File: src/rtl/acc4_pkg.sv
package acc4_pkg;

  localparam int DW_DEF = 4;
  localparam int AW_DEF = 4;
  localparam int CTL_W  = 13;

  // control word bit positions
  localparam int CB_PC_INC  = 0;
  localparam int CB_PC_LD   = 1;
  localparam int CB_IR_LD   = 2;
  localparam int CB_OPR_LD  = 3;
  localparam int CB_ADR_SEL = 4;
  localparam int CB_ACC_WE  = 5;
  localparam int CB_OP_LO   = 6;
  localparam int CB_OP_HI   = 8;
  localparam int CB_PC_CLR  = 9;
  localparam int CB_ACC_CLR = 10;
  localparam int CB_FLG_CLR = 11;
  localparam int CB_IR_CLR  = 12;

  typedef enum logic [2:0] {
    ALU_LOAD = 3'd0,
    ALU_ADD  = 3'd1,
    ALU_SUB  = 3'd2,
    ALU_AND  = 3'd3,
    ALU_CMP  = 3'd4,
    ALU_INC  = 3'd5,
    ALU_DEC  = 3'd6,
    ALU_KEEP = 3'd7
  } alu_op_e;

  // instruction opcodes, decoded by the sequencer
  typedef enum logic [3:0] {
    OPC_CMA = 4'h0,
    OPC_INC = 4'h2,
    OPC_DEC = 4'h4,
    OPC_HLT = 4'h6,
    OPC_LDA = 4'h8,
    OPC_ADD = 4'h9,
    OPC_SUB = 4'hA,
    OPC_JZ  = 4'hB,
    OPC_JC  = 4'hC,
    OPC_AND = 4'hD
  } opcode_e;

  // default program image: word i = (7*i+3) mod 16
  function automatic logic [(1<<AW_DEF)*DW_DEF-1:0] default_image();
    logic [(1<<AW_DEF)*DW_DEF-1:0] img;
    img = '0;
    for (int i = 0; i < (1 << AW_DEF); i++) begin
      img[i*DW_DEF +: DW_DEF] = DW_DEF'((7 * i + 3) % (1 << DW_DEF));
    end
    return img;
  endfunction

endpackage

File: src/rtl/acc4_prog_rom.sv
module acc4_prog_rom #(
  parameter int DW = 4,
  parameter int AW = 4,
  parameter logic [(1<<AW)*DW-1:0] IMAGE = '0
) (
  input  logic [AW-1:0] addr,
  output logic [DW-1:0] q
);
  localparam int DEPTH = 1 << AW;

  logic [DW-1:0] words [DEPTH];

  for (genvar gi = 0; gi < DEPTH; gi++) begin : g_word
    assign words[gi] = IMAGE[gi*DW +: DW];
  end

  assign q = words[addr];
endmodule

File: src/rtl/acc4_seq_regs.sv
module acc4_seq_regs #(
  parameter int DW = 4,
  parameter int AW = 4
) (
  input  logic          clk,
  input  logic          rst,
  input  logic          pc_clr,
  input  logic          pc_ld,
  input  logic          pc_inc,
  input  logic          ir_clr,
  input  logic          ir_ld,
  input  logic          opr_ld,
  input  logic [DW-1:0] rom_q,
  output logic [AW-1:0] pc,
  output logic [DW-1:0] ir,
  output logic [AW-1:0] opr
);
  always_ff @(posedge clk) begin
    if (rst) begin
      pc <= '0;
    end else if (pc_clr) begin
      pc <= '0;
    end else if (pc_ld) begin
      pc <= opr;
    end else if (pc_inc) begin
      pc <= pc + 1'b1;
    end
  end

  always_ff @(posedge clk) begin
    if (rst || ir_clr) begin
      ir <= '0;
    end else if (ir_ld) begin
      ir <= rom_q;
    end
  end

  always_ff @(posedge clk) begin
    if (rst) begin
      opr <= '0;
    end else if (opr_ld) begin
      opr <= AW'(rom_q);
    end
  end

  // plain increment advances by one, wrapping at the top
  p_pc_step_r3: assert property (@(posedge clk) disable iff (rst)
    (!pc_clr && !pc_ld && pc_inc) |=> (pc == AW'($past(pc) + 1'b1)));

  // clear beats every other program counter request
  p_pc_clear_r3: assert property (@(posedge clk) disable iff (rst)
    pc_clr |=> (pc == '0));

  // instruction register untouched without a request
  p_ir_hold_r2: assert property (@(posedge clk) disable iff (rst)
    (!ir_ld && !ir_clr) |=> $stable(ir));
endmodule

File: src/rtl/acc4_alu.sv
module acc4_alu
  import acc4_pkg::*;
#(
  parameter int DW = 4
) (
  input  alu_op_e       op,
  input  logic [DW-1:0] a,
  input  logic [DW-1:0] m,
  output logic [DW-1:0] r,
  output logic          cout,
  output logic          c_upd
);
  logic [DW-1:0] b;
  logic          cin;
  logic [DW-1:0] sum;
  logic [DW:0]   cy;

  // operand shaping for the shared adder
  always_comb begin
    b   = '0;
    cin = 1'b0;
    unique case (op)
      ALU_ADD: begin b = m;           cin = 1'b0; end
      ALU_SUB: begin b = ~m;          cin = 1'b1; end
      ALU_INC: begin b = '0;          cin = 1'b1; end
      ALU_DEC: begin b = '1;          cin = 1'b0; end
      default: begin b = '0;          cin = 1'b0; end
    endcase
  end

  assign cy[0] = cin;
  for (genvar gi = 0; gi < DW; gi++) begin : g_fa
    assign sum[gi]   = a[gi] ^ b[gi] ^ cy[gi];
    assign cy[gi+1]  = (a[gi] & b[gi]) | (cy[gi] & (a[gi] ^ b[gi]));
  end

  always_comb begin
    r     = a;
    c_upd = 1'b0;
    unique case (op)
      ALU_LOAD: r = m;
      ALU_AND:  r = a & m;
      ALU_CMP:  r = ~a;
      ALU_KEEP: r = a;
      ALU_ADD, ALU_SUB, ALU_INC, ALU_DEC: begin
        r     = sum;
        c_upd = 1'b1;
      end
      default:  r = a;
    endcase
  end

  assign cout = cy[DW];
endmodule

File: src/rtl/acc4_acc_regs.sv
module acc4_acc_regs #(
  parameter int DW = 4
) (
  input  logic          clk,
  input  logic          rst,
  input  logic          acc_we,
  input  logic          acc_clr,
  input  logic          flg_clr,
  input  logic          logic_op,
  input  logic [DW-1:0] alu_r,
  input  logic          alu_c,
  input  logic          c_upd,
  output logic [DW-1:0] acc,
  output logic          z,
  output logic          c
);
  always_ff @(posedge clk) begin
    if (rst || acc_clr) begin
      acc <= '0;
    end else if (acc_we) begin
      acc <= alu_r;
    end
  end

  always_ff @(posedge clk) begin
    if (rst || flg_clr) begin
      z <= 1'b0;
      c <= 1'b0;
    end else begin
      if (acc_clr) begin
        z <= 1'b1;
      end else if (acc_we) begin
        z <= (alu_r == '0);
      end
      if (acc_we && !acc_clr && c_upd) begin
        c <= alu_c;
      end
    end
  end

  // zero flag agrees with the freshly written accumulator
  p_zero_follow_r9: assert property (@(posedge clk) disable iff (rst)
    ((acc_we || acc_clr) && !flg_clr) |=> (z == (acc == '0)));

  // accumulator holds without a write
  p_acc_hold_r10: assert property (@(posedge clk) disable iff (rst)
    (!acc_we && !acc_clr) |=> $stable(acc));

  // logic operations never disturb carry
  p_carry_keep_r7: assert property (@(posedge clk) disable iff (rst)
    (acc_we && logic_op && !flg_clr) |=> $stable(c));

  // flag clear wins
  p_flag_clear_r11: assert property (@(posedge clk) disable iff (rst)
    flg_clr |=> (!z && !c));
endmodule

File: src/rtl/acc4_datapath.sv
module acc4_datapath
  import acc4_pkg::*;
#(
  parameter int DW = DW_DEF,
  parameter int AW = AW_DEF,
  parameter logic [(1<<AW)*DW-1:0] ROM_IMAGE = default_image()
) (
  input  logic              clk,
  input  logic              rst,
  input  logic [CTL_W-1:0]  ctl,
  output logic [DW-1:0]     opcode,
  output logic              zero,
  output logic              carry,
  output logic [DW-1:0]     acc_out
);
  logic [AW-1:0] pc;
  logic [AW-1:0] opr;
  logic [AW-1:0] rom_addr;
  logic [DW-1:0] rom_q;
  logic [DW-1:0] ir;
  logic [DW-1:0] acc;
  logic [DW-1:0] alu_r;
  logic          alu_c;
  logic          c_upd;
  logic          z;
  logic          c;
  alu_op_e       op;
  logic          logic_op;

  assign op       = alu_op_e'(ctl[CB_OP_HI:CB_OP_LO]);
  assign logic_op = (op == ALU_LOAD) || (op == ALU_AND) ||
                    (op == ALU_CMP)  || (op == ALU_KEEP);
  assign rom_addr = ctl[CB_ADR_SEL] ? opr : pc;

  acc4_seq_regs #(.DW(DW), .AW(AW)) u_seq (
    .clk    (clk),
    .rst    (rst),
    .pc_clr (ctl[CB_PC_CLR]),
    .pc_ld  (ctl[CB_PC_LD]),
    .pc_inc (ctl[CB_PC_INC]),
    .ir_clr (ctl[CB_IR_CLR]),
    .ir_ld  (ctl[CB_IR_LD]),
    .opr_ld (ctl[CB_OPR_LD]),
    .rom_q  (rom_q),
    .pc     (pc),
    .ir     (ir),
    .opr    (opr)
  );

  acc4_prog_rom #(.DW(DW), .AW(AW), .IMAGE(ROM_IMAGE)) u_rom (
    .addr (rom_addr),
    .q    (rom_q)
  );

  acc4_alu #(.DW(DW)) u_alu (
    .op    (op),
    .a     (acc),
    .m     (rom_q),
    .r     (alu_r),
    .cout  (alu_c),
    .c_upd (c_upd)
  );

  acc4_acc_regs #(.DW(DW)) u_acc (
    .clk      (clk),
    .rst      (rst),
    .acc_we   (ctl[CB_ACC_WE]),
    .acc_clr  (ctl[CB_ACC_CLR]),
    .flg_clr  (ctl[CB_FLG_CLR]),
    .logic_op (logic_op),
    .alu_r    (alu_r),
    .alu_c    (alu_c),
    .c_upd    (c_upd),
    .acc      (acc),
    .z        (z),
    .c        (c)
  );

  assign opcode  = ir;
  assign zero    = z;
  assign carry   = c;
  assign acc_out = acc;

  // reset leaves every visible register cleared
  p_reset_state_r1: assert property (@(posedge clk)
    rst |=> (acc_out == '0 && !zero && !carry && opcode == '0));

  // subtracting the value just loaded from itself yields zero, no borrow
  p_sub_self_r6: assert property (@(posedge clk) disable iff (rst)
    (ctl[CB_ACC_WE] && !ctl[CB_ACC_CLR] && !ctl[CB_FLG_CLR] &&
     op == ALU_SUB && rom_q == acc) |=> (acc_out == '0 && zero && carry));
endmodule

File: config.mk
export PLATFORM = sky130hd
export DESIGN_NAME = acc4_datapath
export DESIGN_NICKNAME = d
export VERILOG_FILES = /design/src/rtl/acc4_pkg.sv /design/src/rtl/acc4_prog_rom.sv /design/src/rtl/acc4_seq_regs.sv /design/src/rtl/acc4_alu.sv /design/src/rtl/acc4_acc_regs.sv /design/src/rtl/acc4_datapath.sv
export SDC_FILE = /design/constraint.sdc
export NUM_CORES = 1
export LEC_CHECK = 0
export BUFFER_PORTS_ARGS = -buffer_cell sky130_fd_sc_hd__buf_4
export CORE_ASPECT_RATIO = 0.9
export CORE_MARGIN = 2
export CORE_UTILIZATION = 58
export CTS_BUF_LIST = sky130_fd_sc_hd__clkbuf_4 sky130_fd_sc_hd__clkbuf_8 sky130_fd_sc_hd__clkbuf_16
export DETAILED_ROUTE_END_ITERATION = 12
export PLACE_DENSITY = 0.83
export SYNTH_ARGS = -nofsm -noshare
export SYNTH_HDL_FRONTEND = slang
export SYNTH_SLANG_ARGS = --single-unit
File: constraint.sdc
create_clock -name clk -period 8.5 [get_ports clk]
set_input_delay 1.7 -clock clk [delete_from_list [all_inputs] [get_ports clk]]
set_output_delay 1.7 -clock clk [all_outputs]
set_load 0.01 [all_outputs]
* After elaboration in Yosys (flattened, before gate mapping)
Memory sizes are Yosys's and may differ from the RTL's. Cells that the tools add are included.
Storage, ports and cells: memories kept 1, bits of input ports 15, output and inout port bits 10, word-level logic and storage cells 64, bits in writable memories 0, memory bits (read-only) 64, latch bits 0, register bits 18
Memories:
- (name not given) | depth 16, bits a word 4, rd ports 1, clocked after memory_dff 0, wr ports 0, RTL line acc4_prog_rom.sv:17 | assign q = words[addr];
Cells by class: div/mod/pow operators 0, bitwise operators 24, add/sub/neg operators 1, eq/ne operators 7, $lt $le $gt $ge 1, reduce and logical (&&, ||, !) cells 13, mux-type cells 11, shift operators 0, multipliers 0
Operators with widths (number):
- 4-bit 2-to-1 mux | 5
- 4-bit one-hot mux with 5 select lines | 1
- 3-bit equality test, second input constant | 4
- 4-bit one-hot mux with 3 select lines | 1
- 1-bit AND | 8
- 4-bit inverter | 2
- 1-bit XOR | 8
- 3-bit by 2-bit equality test with 1-bit output, second input constant | 2
- 5-bit greater-or-equal comparator, second input constant | 1
- 4-bit inverter with 5-bit output | 1
- 4-bit by 1-bit adder with 4-bit output, second input constant | 1
- 4-bit AND | 1
- 4-bit zero test | 1
- 1-bit 2-to-1 mux | 4
- 1-bit OR | 4
- 2-bit nonzero test | 2
- 2-bit OR reduction | 2
- 4-bit OR reduction | 1
- 3-bit by 1-bit equality test with 1-bit output, second input constant | 1
- 3-bit zero test | 1
- 1-bit logical OR | 3
- 1-bit logical AND | 2
- 1-bit zero test | 1

* Longest topological paths before layout
Gate-level depths: netlist of run 1.
depth in word-level cells 19, depth in mapped cells 17, mapped depth without buffers 16

* By module
Synthesis of run 1 repeated with hierarchy kept, for this count alone.
Second synthesis, totals: cells, all modules 132, area total of the unflattened synthesis 1232.4 µm²
By module, submodules not included:
- acc4_seq_regs | area an instance 486.7 µm², cells an instance 50, instances 1
- acc4_alu | area an instance 379.1 µm², cells an instance 46, instances 1
- acc4_acc_regs | area an instance 254.0 µm², cells an instance 23, instances 1
- acc4_prog_rom | area an instance 58.8 µm², cells an instance 8, instances 1
- acc4_datapath | area an instance 53.8 µm², cells an instance 5, instances 1

* Least setup slack after synthesis of run 1
OpenSTA, ideal clock, no wires.
path kind input to register, from input port ctl[4], to register u_acc.z, stages on the path 16, data required time 8421 ps, library setup time 79 ps, arrival time 4831 ps, setup slack 3590 ps, cells stage by stage buf_6 > mux2_1 > nor2_1 > a21oi_1 > fa_1 > inv_1 > fa_1 > inv_1 > fa_1 > inv_1 > fa_1 > mux2_1 > nand2_1 > a32oi_1 > or4_1 > a211oi_2
On the way: longest elaborated chain between the ends 19, elaborated cells between the ends (all ways) 29
RTL lines:
- start: declaration | RTL line acc4_datapath.sv:10 | input logic [CTL_W-1:0] ctl,
- 4-bit 2-to-1 mux * | RTL line acc4_datapath.sv:33 | assign rom_addr = ctl[CB_ADR_SEL] ? opr : pc;
- 4-bit inverter with 5-bit output (not written as such) * | RTL line acc4_prog_rom.sv:17
- memory 16 x 4 bit *
- 4-bit 2-to-1 mux (not written as such) * (2 in a row) | RTL line acc4_prog_rom.sv:17
- 4-bit inverter | RTL line acc4_alu.sv:24 | ALU_SUB: begin b = ~m; cin = 1'b1; end
- 4-bit one-hot mux with 3 select lines | RTL line acc4_alu.sv:22 | unique case (op)
- 1-bit XOR | RTL line acc4_alu.sv:33, acc4_alu.sv:34
- 1-bit AND | RTL line acc4_alu.sv:34 | assign cy[gi+1] = (a[gi] & b[gi]) | (cy[gi] & (a[gi] ^ b[gi]));
- [... 2 more ...]
- 1-bit OR | RTL line acc4_alu.sv:34
- 1-bit AND | RTL line acc4_alu.sv:34
- 1-bit OR | RTL line acc4_alu.sv:34
- 1-bit XOR | RTL line acc4_alu.sv:33 | assign sum[gi] = a[gi] ^ b[gi] ^ cy[gi];
- 4-bit one-hot mux with 5 select lines * | RTL line acc4_alu.sv:40 | unique case (op)
- 4-bit zero test * | RTL line acc4_acc_regs.sv:33 | z <= (alu_r == '0);
- 1-bit 2-to-1 mux * | RTL line acc4_acc_regs.sv:32 | end else if (acc_we) begin
- 1-bit 2-to-1 mux * | RTL line acc4_acc_regs.sv:30 | if (acc_clr) begin
- end signal: assignment | RTL line acc4_acc_regs.sv:33
- end: declaration | RTL line acc4_acc_regs.sv:14 | output logic z,
Mark *: on every way between the ends. The rest lies on a longest branch, timed or not. The select of a mux whose other input is x is not followed. A chain may end at the register's enable or synchronous reset.

* Final worst setup path of run 1
Same ends and word-level chain as after synthesis.

==> impl_summary.log, run 1 <==
[metrics] outcome: finished, final reports clean
[metrics] largest fanout on the critical path: 5
[metrics] proportion of layout cells with a drive suffix above 1: 0.2152
[metrics] Max-cap violations: 0
[metrics] Routed Wire Length: approximately 2.7 mm
[metrics] Mean Syn Cell Area: slightly below 9 µm²
[metrics] internal power: around 140 µW
[metrics] Final Max Tran Viols: 0
[metrics] combinational fraction of design power: 0.258
[metrics] vias after detailed routing: 1056
[metrics] overall global routing resource usage: 0.2347
[metrics] number of buffers added by the clock tree synthesis step: 3
[metrics] Layout Utilization: 0.7168
[metrics] final critical path time including I/O delays and setup: 4.858 ns
[metrics] Die X-Extent: 52.72 µm
[metrics] post-CTS clock slew at the launch and capture registers of the worst setup and hold paths: 0.09 ns
[metrics] Arrival @ worst endpoint: 5.07 ns
[metrics] starting density of the core: 0.6286
[metrics] Routed Antenna Nets: 0
[metrics] Rel. slew slack: 0.7135
[metrics] summed area of non-filler cells in the final layout: 1413 µm²
[metrics] final setup fails: 0
[metrics] First DRT Iteration DRCs: 37
[metrics] wire length of the first global-routing pass: 4.250 mm
[metrics] FF+latch count, synth: 18
[metrics] clk root buf: clkbuf_4
[metrics] via count of the first global-routing pass: about 900
[metrics] setup repair after global routing missed its margin: false
[metrics] crit start category: input pin
[metrics] number of antenna violations at the first check in global routing: 0
[metrics] first drt pass iteration count: 4
[metrics] commonest non-fill, non-tap cell in the layout: buf_4
[metrics] Rows: 15
[metrics] IO buf count: 24
[metrics] Boundary Pins: 25
[metrics] area of the mapped netlist: between 1000 and 1500 µm²
[metrics] TritonCTS clock tree: done
[metrics] number of nets in the finished design: roughly 180
[metrics] number of enable flip-flop cells after synthesis: 0
[metrics] nature of the critical path endpoint: flop
[metrics] Synth warnings: 0
[metrics] antenna diode count: 0
[metrics] Bufs on Longest Clock Path: 2
[metrics] Resized cells post-CTS: 0
[metrics] endpoint required time on the critical path: 8.71 ns
[metrics] Max VDD drop: about 140 µV
[metrics] asr flop ratio synth: 0
[metrics] pin count of the biggest net entering global routing: 19
[metrics] vertical die dimension: 47.84 µm
[metrics] H-Tree Level Count: 1
[metrics] relative contribution of the clock network to total power: 0.260
[metrics] cells after synthesis: around 140
[metrics] routed wirelength normalized by instance count: 14.87 µm
[metrics] vias per cell: 5.770
[metrics] Total Die Area: 2522 µm²
[metrics] Leakage: ~0.00063 µW
[metrics] net count after synthesis: 161
[metrics] HPWL after detailed placement: 2.088 mm
[metrics] detailed-route DRC error count: 0
[metrics] Seq pwr share: 0.482
[metrics] Post-CTS Hold Fix Bufs: 0
[metrics] leading cell types in the layout, fill and taps excluded: buf_4 (24), nor2_1 (21), dfxtp_1 (18), mux2i_1 (12), nor3_1 (11)
[metrics] placed cell area: 1376 µm²
[metrics] Post-CTS Repair Setup Buffers: 0
[metrics] net switching power of the design: 54.64 µW
[metrics] routability congestion estimate from global placement: 0.8823
[metrics] critical path class: input pin to flop
[metrics] main flop type after synthesis: dfxtp_1
[metrics] actual transition at the worst max-transition pin: 0.4177 ns
[metrics] area of the core: between 1500 and 2000 µm²
[metrics] clock latency of the later-clocked register in the worst-skew pair: 0.28 ns
[metrics] final hold vios: 0
[metrics] power consumption: 192.6 µW
[metrics] GR Overflow Total: 0
[metrics] clock sink count: 18
[metrics] share of the cycle needed by the critical path after routing: 0.5715
[metrics] kind of path behind the tightest hold check: flop to flop
[metrics] switch share: 0.2837
[metrics] Distinct cells, synth: 42
[metrics] Max Clock Skew: 0.001038 ns
[metrics] register area share after synthesis: 0.2909
[metrics] growth of design area from synthesis to finish: 14.04%
[metrics] power per unit of standard cell area: 136.3 nW/µm²
[metrics] Max Fclk: 0.2059 GHz
[metrics] final setup TNS: 0 ns
final timing paths:
kind                            slack [ns]                       end  cells past startpoint                      start
worst max-delay path                  3.64      u_acc.z$_SDFFE_PP0P_                     16                     ctl[4]
worst min-delay path                  0.50  u_seq.ir[2]$_SDFFE_PP0P_                      2   u_seq.ir[2]$_SDFFE_PP0P_
worst max register to register        4.81      u_acc.z$_SDFFE_PP0P_                     15  u_seq.opr[0]$_SDFFE_PP0P_
worst min register to register        0.50  u_seq.ir[2]$_SDFFE_PP0P_                      2   u_seq.ir[2]$_SDFFE_PP0P_
layout make-up:
| class | instances | area, µm² |
|---|---|---|
| Clock buffer | 4 | 36.28 |
| Sequential cell | 18 | 360.3 |
| Fill cell | 167 | 558.0 |
| Timing Repair Buffer | 24 | 180.2 |
| Inverter | 7 | 26.28 |
| Tap cell | 25 | 31.28 |
| Multi-Input combinational cell | 105 | 778.2 |
sequential cells by signal, summed over array words and instances, names as in the netlist:
register   flops
u_acc.c        1
u_seq.opr      4
u_seq.ir       4
u_seq.pc       4
u_acc.acc      4
u_acc.z        1
critical path, cell delays in order:
cell      delay (ns)
buf_4           0.13
mux2_1          0.35
nor2_1          0.13
a21oi_1         0.11
fa_1            0.41
inv_1           0.07
fa_1            0.16
inv_1           0.05
fa_1            0.35
inv_1           0.08
fa_1            0.45
mux2_1          0.31
nand2_1         0.07
a32oi_1         0.06
or4_1           0.42
a211oi_2        0.22
stage by stage:
stage / cells / worst slack [ns] / hold slack [ns]
3_5_place_dp: 179 / 3.361 / 0.4919
5_1_grt: 183 / 3.486 / 0.5394
2_1_floorplan: 141 / 3.590 / 0.4830
6_report: 183 / 3.642 / 0.5007
4_1_cts: 183 / 3.665 / 0.5078
3_3_place_gp: 179 / 3.499 / 0.4708
Yosys cell counts, types with 2 or more instances:
| cell type | number | area, µm² |
|---|---|---|
| dfxtp_1 | 18 | 360.4 |
| buf_6 | 2 | 22.52 |
| fa_1 | 4 | 80.08 |
| nand2b_1 | 2 | 12.51 |
| nor3_1 | 11 | 55.05 |
| o21ai_0 | 3 | 15.01 |
| inv_1 | 7 | 26.28 |
| a211oi_1 | 2 | 15.01 |
| nor2b_1 | 2 | 12.51 |
| mux2i_1 | 12 | 120.1 |
| clkbuf_1 | 5 | 18.77 |
| a21oi_1 | 10 | 50.05 |
| and2_1 | 2 | 12.51 |
| xor2_1 | 2 | 17.52 |
| nand2_1 | 5 | 18.77 |
| xnor3_1 | 2 | 45.04 |
| mux2_1 | 2 | 22.52 |
| o21ai_1 | 3 | 15.01 |
| nor2_1 | 21 | 78.83 |
| a22oi_1 | 2 | 15.01 |
| a221o_1 | 2 | 20.02 |
| buf_2 | 2 | 10.01 |
power by group through the flow:
stage               clock (µW)  sequential, µW  combinational, µW
finish                    50.0            92.8               49.8
global route              54.1            93.4               54.3
CTS                       51.1            92.9               49.4
detailed placement           0            94.8               49.0
global placement             0            94.5               47.1
floorplan                    0            94.2               34.7
cell families after synthesis:
| family | share of synthesized area |
|---|---|
| AO/OA/AOI/OAI | 0.1606 |
| XOR/XNOR | 0.07071 |
| adder cells (fa/ha/maj) | 0.07475 |
| buffers and inverters | 0.08081 |
| flip-flops | 0.2909 |
| multiplexers | 0.1273 |
| AND/OR/NAND/NOR | 0.1950 |
layer usage:
layer	track usage	share of wire	vias to the layer above
met1	0.3288	0.47	486
met2	0.3750	0.46	35
met4	0.1231	0.019	0
li1	-	-	529
met3	0.009375	0.046	6
met5	0	0	-
No activity file was read; power rests on OpenSTA's default activity.
==> run 2: changes to the inputs <==
--- a/config.mk
+++ b/config.mk
@@ -8,10 +8,10 @@
 export BUFFER_PORTS_ARGS = -buffer_cell sky130_fd_sc_hd__buf_4
 export CORE_ASPECT_RATIO = 0.9
 export CORE_MARGIN = 2
-export CORE_UTILIZATION = 58
+export CORE_UTILIZATION = 54
 export CTS_BUF_LIST = sky130_fd_sc_hd__clkbuf_4 sky130_fd_sc_hd__clkbuf_8 sky130_fd_sc_hd__clkbuf_16
 export DETAILED_ROUTE_END_ITERATION = 12
-export PLACE_DENSITY = 0.83
+export PLACE_DENSITY = 0.78
 export SYNTH_ARGS = -nofsm -noshare
 export SYNTH_HDL_FRONTEND = slang
 export SYNTH_SLANG_ARGS = --single-unit
==> constraint.sdc (replaced) <==
create_clock -name clk -period 4.9 [get_ports clk]
set_input_delay 0.98 -clock clk [delete_from_list [all_inputs] [get_ports clk]]
set_output_delay 0.98 -clock clk [all_outputs]
set_load 0.01 [all_outputs]
==> impl_summary.log, run 2 (synthesis gave the netlist of run 1 again) <==
[metrics] final critical path time including I/O delays and setup: 4.093 ns
[metrics] Buf/Inv on CP: 4
[metrics] clk root buf: clkbuf_4
[metrics] critical path capture point: u_acc.z$_SDFFE_PP0P_
[metrics] vias per cell: approximately 5.7
[metrics] leading cell types in the layout, fill and taps excluded: buf_4 (24), nor2_1 (21), dfxtp_1 (18), mux2i_1 (12), nor3_1 (11)
[metrics] routed wirelength normalized by instance count: 14.05 µm
[metrics] met1 capacity usage during global routing: 0.3548
[metrics] outcome: finished, final reports clean
[metrics] Post-CTS Hold Fix Bufs: 0
[metrics] detailed-route DRC error count: 0
[metrics] growth of design area from synthesis to finish: 14.24%
[metrics] clock latency of the later-clocked register in the worst-skew pair: 0.29 ns
[metrics] critical path class: input pin to flop
[metrics] Die X-Extent: 54.49 µm
[metrics] vias after detailed routing: 1062
[metrics] largest fanout on the critical path: 5
[metrics] Rows: 16
[metrics] Arrival @ worst endpoint: between 4 and 5 ns
[metrics] Max VDD drop: 190.0 µV
[metrics] hold-critical path depth: 2
[metrics] final setup fails: 0
[metrics] antenna diode count: 0
[metrics] Routed Wire Length: 2.599 mm
[metrics] power per unit of standard cell area: 237.8 nW/µm²
[metrics] vertical die dimension: ~50 µm
[metrics] Max Clock Skew: 0.002179 ns
[metrics] actual transition at the worst max-transition pin: 0.4379 ns
[metrics] area of the core: ~2200 µm²
[metrics] TritonCTS clock tree: done
[metrics] Critical Path, Cell by Cell: buf_4, mux2_1, nor2_1, a21oi_1, fa_1, inv_1, fa_1, inv_1, fa_1, inv_1, fa_1, mux2_1, nand2_1, a32oi_1, or4_1, a211oi_2
[metrics] routability congestion estimate from global placement: approximately 0.81
[metrics] number of antenna violations at the first check in global routing: 0
[metrics] wire length of the first global-routing pass: 4.560 mm
[metrics] Bufs on Longest Clock Path: 2
[metrics] top cell family by delay on the critical path: adder cells
[metrics] crit start category: input pin
[metrics] critical path launch point: ctl[4]
[metrics] endpoint required time on the critical path: 5.12 ns
[metrics] Routed Antenna Nets: 0
[metrics] startpoint of the most critical register-to-register path: u_seq.pc[0]$_SDFFE_PP0P_
[metrics] met2 layer usage reported by global route: 0.3293
[metrics] delay of the slowest cell on the worst path: 0.45 ns
[metrics] FILL cells: 188
[metrics] register area: around 360 µm²
[metrics] CP max stage cell: fa_1
[metrics] kind of path behind the tightest hold check: flop to flop
[metrics] HPWL after detailed placement: approximately 2.0 mm
[metrics] GR Overflow Total: 0
[metrics] placed cell area: 1379 µm²
[metrics] Rel. slew slack: 0.6997
[metrics] Resized cells post-CTS: 0
[metrics] Boundary Pins: 25
[metrics] post-CTS clock slew at the launch and capture registers of the worst setup and hold paths: 0.10 ns
[metrics] clock sink count: 18
[metrics] Total Die Area: 2693 µm²
[metrics] met3 Use GR: 0.01840
[metrics] summed area of non-filler cells in the final layout: between 1000 and 1500 µm²
[metrics] cell count of the worst reg-to-reg path: 15
[metrics] commonest non-fill, non-tap cell in the layout: buf_4
[metrics] Max Fclk: around 0.24 GHz
[metrics] final hold vios: 0
[metrics] First DRT Iteration DRCs: 33
[metrics] endpoint of the worst-slack reg-to-reg timing path: u_acc.z$_SDFFE_PP0P_
[metrics] instance count on the critical path: 16
[metrics] number of nets in the finished design: 179
[metrics] setup repair after global routing missed its margin: false
[metrics] first drt pass iteration count: 4
[metrics] starting density of the core: 0.5677
[metrics] pin count of the biggest net entering global routing: 19
[metrics] overall global routing resource usage: 0.2267
[metrics] number of buffers added by the clock tree synthesis step: 3
[metrics] FF-to-FF setup slack: 1.24 ns
[metrics] Layout Utilization: 0.6485
[metrics] final setup TNS: 0 ns
[metrics] share of the cycle needed by the critical path after routing: 0.8352
[metrics] nature of the critical path endpoint: flop
[metrics] most numerous cell on the critical path: fa_1
[metrics] H-Tree Level Count: 1
[metrics] IO buf count: 24
[metrics] Final Max Tran Viols: 0
[metrics] via count of the first global-routing pass: 984
[metrics] proportion of layout cells with a drive suffix above 1: 0.2152
[metrics] Leakage: 0.0006317 µW
[metrics] Post-CTS Repair Setup Buffers: 0
[metrics] most heavily used metal layer in global routing: met1
[metrics] Max-cap violations: 0
[metrics] area of combinational cells with multiple inputs: around 800 µm²
run 2: cell counts in the layout (fill, tap and decap cells not counted):
No cell type changed its count.
run 2: power by group:
group | internal, µW | total, µW | switching (µW)
registers | 153 | 161 | 7.76
clock network | 45.2 | 90.7 | 45.5
logic | 41.1 | 84.9 | 43.8
run 2: worst min-delay path, stage by stage, from the launching register on:
cell	delay (ns)
dfxtp_1	0.33
nor2_1	0.07
a2111oi_0	0.06
run 2: layout make-up:
cell class                      instances  area share
Sequential cell                        18      0.2546
Inverter                                7     0.01857
Multi-Input combinational cell        105      0.5500
Tap cell                               27     0.02387
Timing Repair Buffer                   24      0.1273
Clock buffer                            4     0.02564
run 2: worst min path at each step:
stage                               from                         to  slack, ns
2_1_floorplan  u_seq.opr[1]$_SDFFE_PP0P_  u_seq.opr[1]$_SDFFE_PP0P_       0.48
3_3_place_gp    u_seq.ir[2]$_SDFFE_PP0P_   u_seq.ir[2]$_SDFFE_PP0P_       0.47
3_5_place_dp    u_seq.ir[2]$_SDFFE_PP0P_   u_seq.ir[2]$_SDFFE_PP0P_       0.48
4_1_cts         u_seq.ir[2]$_SDFFE_PP0P_   u_seq.ir[2]$_SDFFE_PP0P_       0.49
5_1_grt         u_seq.ir[2]$_SDFFE_PP0P_   u_seq.ir[2]$_SDFFE_PP0P_       0.52
6_report        u_seq.ir[2]$_SDFFE_PP0P_   u_seq.ir[2]$_SDFFE_PP0P_       0.49
run 2: stage by stage:
| step | setup slack, ns | total power [µW] | instances | hold WS, ns |
|---|---|---|---|---|
| final | 0.8074 | 336.5 | 185 | 0.4942 |
| after global routing | 0.5964 | 355.9 | 185 | 0.5214 |
| after CTS | 0.7987 | 336.9 | 185 | 0.4947 |
| after detailed placement | 0.5109 | 248.6 | 181 | 0.4779 |
| after global placement | 0.6051 | 245.8 | 181 | 0.4700 |
| after floorplan | 0.7096 | 223.5 | 141 | 0.4830 |
run 2: routing by layer:
metal	vias to the layer above	wire, µm
met3	4	112
met2	34	1224
li1	526	-
met4	0	21
met5	-	0
met1	498	1241
==> run 3: changes to the inputs <==
--- a/config.mk
+++ b/config.mk
@@ -8,10 +8,10 @@
 export BUFFER_PORTS_ARGS = -buffer_cell sky130_fd_sc_hd__buf_4
 export CORE_ASPECT_RATIO = 0.9
 export CORE_MARGIN = 2
-export CORE_UTILIZATION = 54
+export CORE_UTILIZATION = 49
 export CTS_BUF_LIST = sky130_fd_sc_hd__clkbuf_4 sky130_fd_sc_hd__clkbuf_8 sky130_fd_sc_hd__clkbuf_16
 export DETAILED_ROUTE_END_ITERATION = 12
-export PLACE_DENSITY = 0.78
+export PLACE_DENSITY = 0.74
 export SYNTH_ARGS = -nofsm -noshare
 export SYNTH_HDL_FRONTEND = slang
 export SYNTH_SLANG_ARGS = --single-unit
==> constraint.sdc (replaced) <==
create_clock -name clk -period 3.5 [get_ports clk]
set_input_delay 0.7 -clock clk [delete_from_list [all_inputs] [get_ports clk]]
set_output_delay 0.7 -clock clk [all_outputs]
set_load 0.01 [all_outputs]
==> impl_summary.log, run 3 (synthesis gave the netlist of run 1 again) <==
[metrics] vias after detailed routing: 1109
[metrics] Post-CTS Hold Fix Bufs: 0
[metrics] worst slack on hold paths: 0.4981 ns
[metrics] IO buf count: 24
[metrics] number of cells in the design after placement: a little under 200
[metrics] number of nets in the finished design: 193
[metrics] First DRT Iteration DRCs: 40
[metrics] clk root buf: clkbuf_4
[metrics] Rel. slew slack: 0.7938
[metrics] violated checks: setup timing
[metrics] proportion of layout cells with a drive suffix above 1: 0.3372
[metrics] summed area of non-filler cells in the final layout: 1551 µm²
[metrics] Leakage: 0.0007002 µW
[metrics] Bufs on Longest Clock Path: 2
[metrics] final setup fails: 1
[metrics] Max Fclk: 0.2782 GHz
[metrics] overall global routing resource usage: 0.2208
[metrics] final hold vios: 0
[metrics] Max VDD drop: 244.1 µV
[metrics] TritonCTS clock tree: done
[metrics] post-placement worst setup slack: -0.4617 ns
[metrics] Max Clock Skew: a little under 0.01 ns
[metrics] detailed-route DRC error count: 0
[metrics] starting density of the core: 0.5108
[metrics] Arrival @ worst endpoint: roughly 3.8 ns
[metrics] Routed Antenna Nets: 0
[metrics] nature of the critical path endpoint: flop
[metrics] Rows: 17
[metrics] met3 Use GR: 0.04975
[metrics] critical path class: input pin to flop
[metrics] via count of the first global-routing pass: roughly 1100
[metrics] Max-cap violations: 0
[metrics] delay of the slowest cell on the worst path: approximately 0.44 ns
[metrics] endpoint required time on the critical path: 3.72 ns
[metrics] Buf/Inv on CP: 4
[metrics] HPWL after detailed placement: 2.307 mm
[metrics] post-route worst setup slack: -0.09419 ns
[metrics] met1 capacity usage during global routing: 0.3214
[metrics] register area: 360.3 µm²
[metrics] Final Max Tran Viols: 0
[metrics] setup repair after global routing missed its margin: true
[metrics] vertical die dimension: between 50 and 60 µm
[metrics] Boundary Pins: 25
[metrics] Die X-Extent: about 57 µm
[metrics] FILL cells: between 200 and 250
[metrics] first drt pass iteration count: 4
[metrics] kind of path behind the tightest hold check: flop to flop
[metrics] most heavily used metal layer in global routing: met2
[metrics] commonest non-fill, non-tap cell in the layout: buf_4
[metrics] growth of design area from synthesis to finish: 25.25%
[metrics] outcome: complete, but fails checks
[metrics] routability congestion estimate from global placement: ~0.91
[metrics] top cell family by delay on the critical path: adder cells
[metrics] share of the cycle needed by the critical path after routing: 1.027
[metrics] Critical Path, Cell by Cell: buf_6, mux2_4, nor2_4, a21oi_2, fa_2, inv_2, fa_2, inv_2, fa_2, inv_2, fa_1, mux2_4, nand2_1, a32oi_1, or4_1, a211oi_2
[metrics] leading cell types in the layout, fill and taps excluded: buf_4 (37), nor2_1 (20), dfxtp_1 (18), mux2i_1 (12), nor3_1 (11)
[metrics] clock latency of the later-clocked register in the worst-skew pair: 0.30 ns
[metrics] area of combinational cells with multiple inputs: 804.5 µm²
[metrics] pin count of the biggest net entering global routing: 19
[metrics] post-CTS clock slew at the launch and capture registers of the worst setup and hold paths: 0.10 ns
[metrics] number of buffers added by the clock tree synthesis step: 3
[metrics] Routed Wire Length: 2.888 mm
[metrics] vias per cell: roughly 5.5
[metrics] crit start category: input pin
[metrics] area of the core: 2425 µm²
[metrics] CP max stage cell: fa_1
[metrics] placed cell area: ~1500 µm²
[metrics] final critical path time including I/O delays and setup: 3.594 ns
[metrics] Total Die Area: 2947 µm²
[metrics] antenna diode count: 0
[metrics] GR Overflow Total: 0
[metrics] number of antenna violations at the first check in global routing: 0
[metrics] routed wirelength normalized by instance count: roughly 14 µm
[metrics] clock sink count: 18
[metrics] power consumption: between 400 and 500 µW
[metrics] largest fanout on the critical path: 3
[metrics] power per unit of standard cell area: ~320 nW/µm²
[metrics] non-filler instance count after layout: 200
[metrics] wire length of the first global-routing pass: 5.057 mm
[metrics] actual transition at the worst max-transition pin: 0.3015 ns
[metrics] met2 layer usage reported by global route: 0.3391
[metrics] H-Tree Level Count: 1
## run 3: worst min-delay path, delay by kind of cell, from the launching register on
family           cells  cell delay, ns
AND/OR/NAND/NOR      1            0.08
flip-flops           1            0.33
AO/OA/AOI/OAI        1            0.06
## run 3: final timing paths
check	startpoint	to	slack, ns	cells past startpoint
worst max-delay path	ctl[4]	u_acc.z$_SDFFE_PP0P_	-0.09	16
worst max register to register	u_seq.opr[0]$_SDFFE_PP0P_	u_acc.z$_SDFFE_PP0P_	0.09	15
worst min-delay path	u_seq.ir[2]$_SDFFE_PP0P_	u_seq.ir[2]$_SDFFE_PP0P_	0.50	2
worst min register to register	u_seq.ir[2]$_SDFFE_PP0P_	u_seq.ir[2]$_SDFFE_PP0P_	0.50	2
## run 3: area by class of cell
type                    instances  area share
multi-input cells             105      0.5185
flip-flops and latches         18      0.2323
repair buffers                 38      0.1863
clock buffers                   4     0.02339
well taps                      28     0.02258
inverters                       7     0.01694
## run 3: through the flow
step,TNS [ns],utilization
after floorplan,-0.3182,-
after global placement,-0.4707,0.6218
after detailed placement,-0.7264,0.6218
after CTS,-0.1011,0.6398
after global routing,-0.2624,0.6398
final,-0.09419,0.6398
## run 3: per-layer routing
metal	share of wire	up-vias
met5	0	-
met4	0.0073	0
met3	0.047	2
met2	0.45	32
met1	0.49	521
li1	-	554
## run 3: report_power, final
| part | leakage (µW) | switching [µW] | internal, µW |
|---|---|---|---|
| clock | 0.0000210 | 65.6 | 63.4 |
| sequential | 0.000147 | 8.79 | 214 |
| combinational | 0.000532 | 69.5 | 71.8 |
| total | 0.000700 | 144 | 350 |
## run 3: repair_timing
item                                    CTS  global route
endpoints found under the setup margin    1             2
setup buffers                             0             0
resized for setup                         2             0
pin swaps                                 0             0
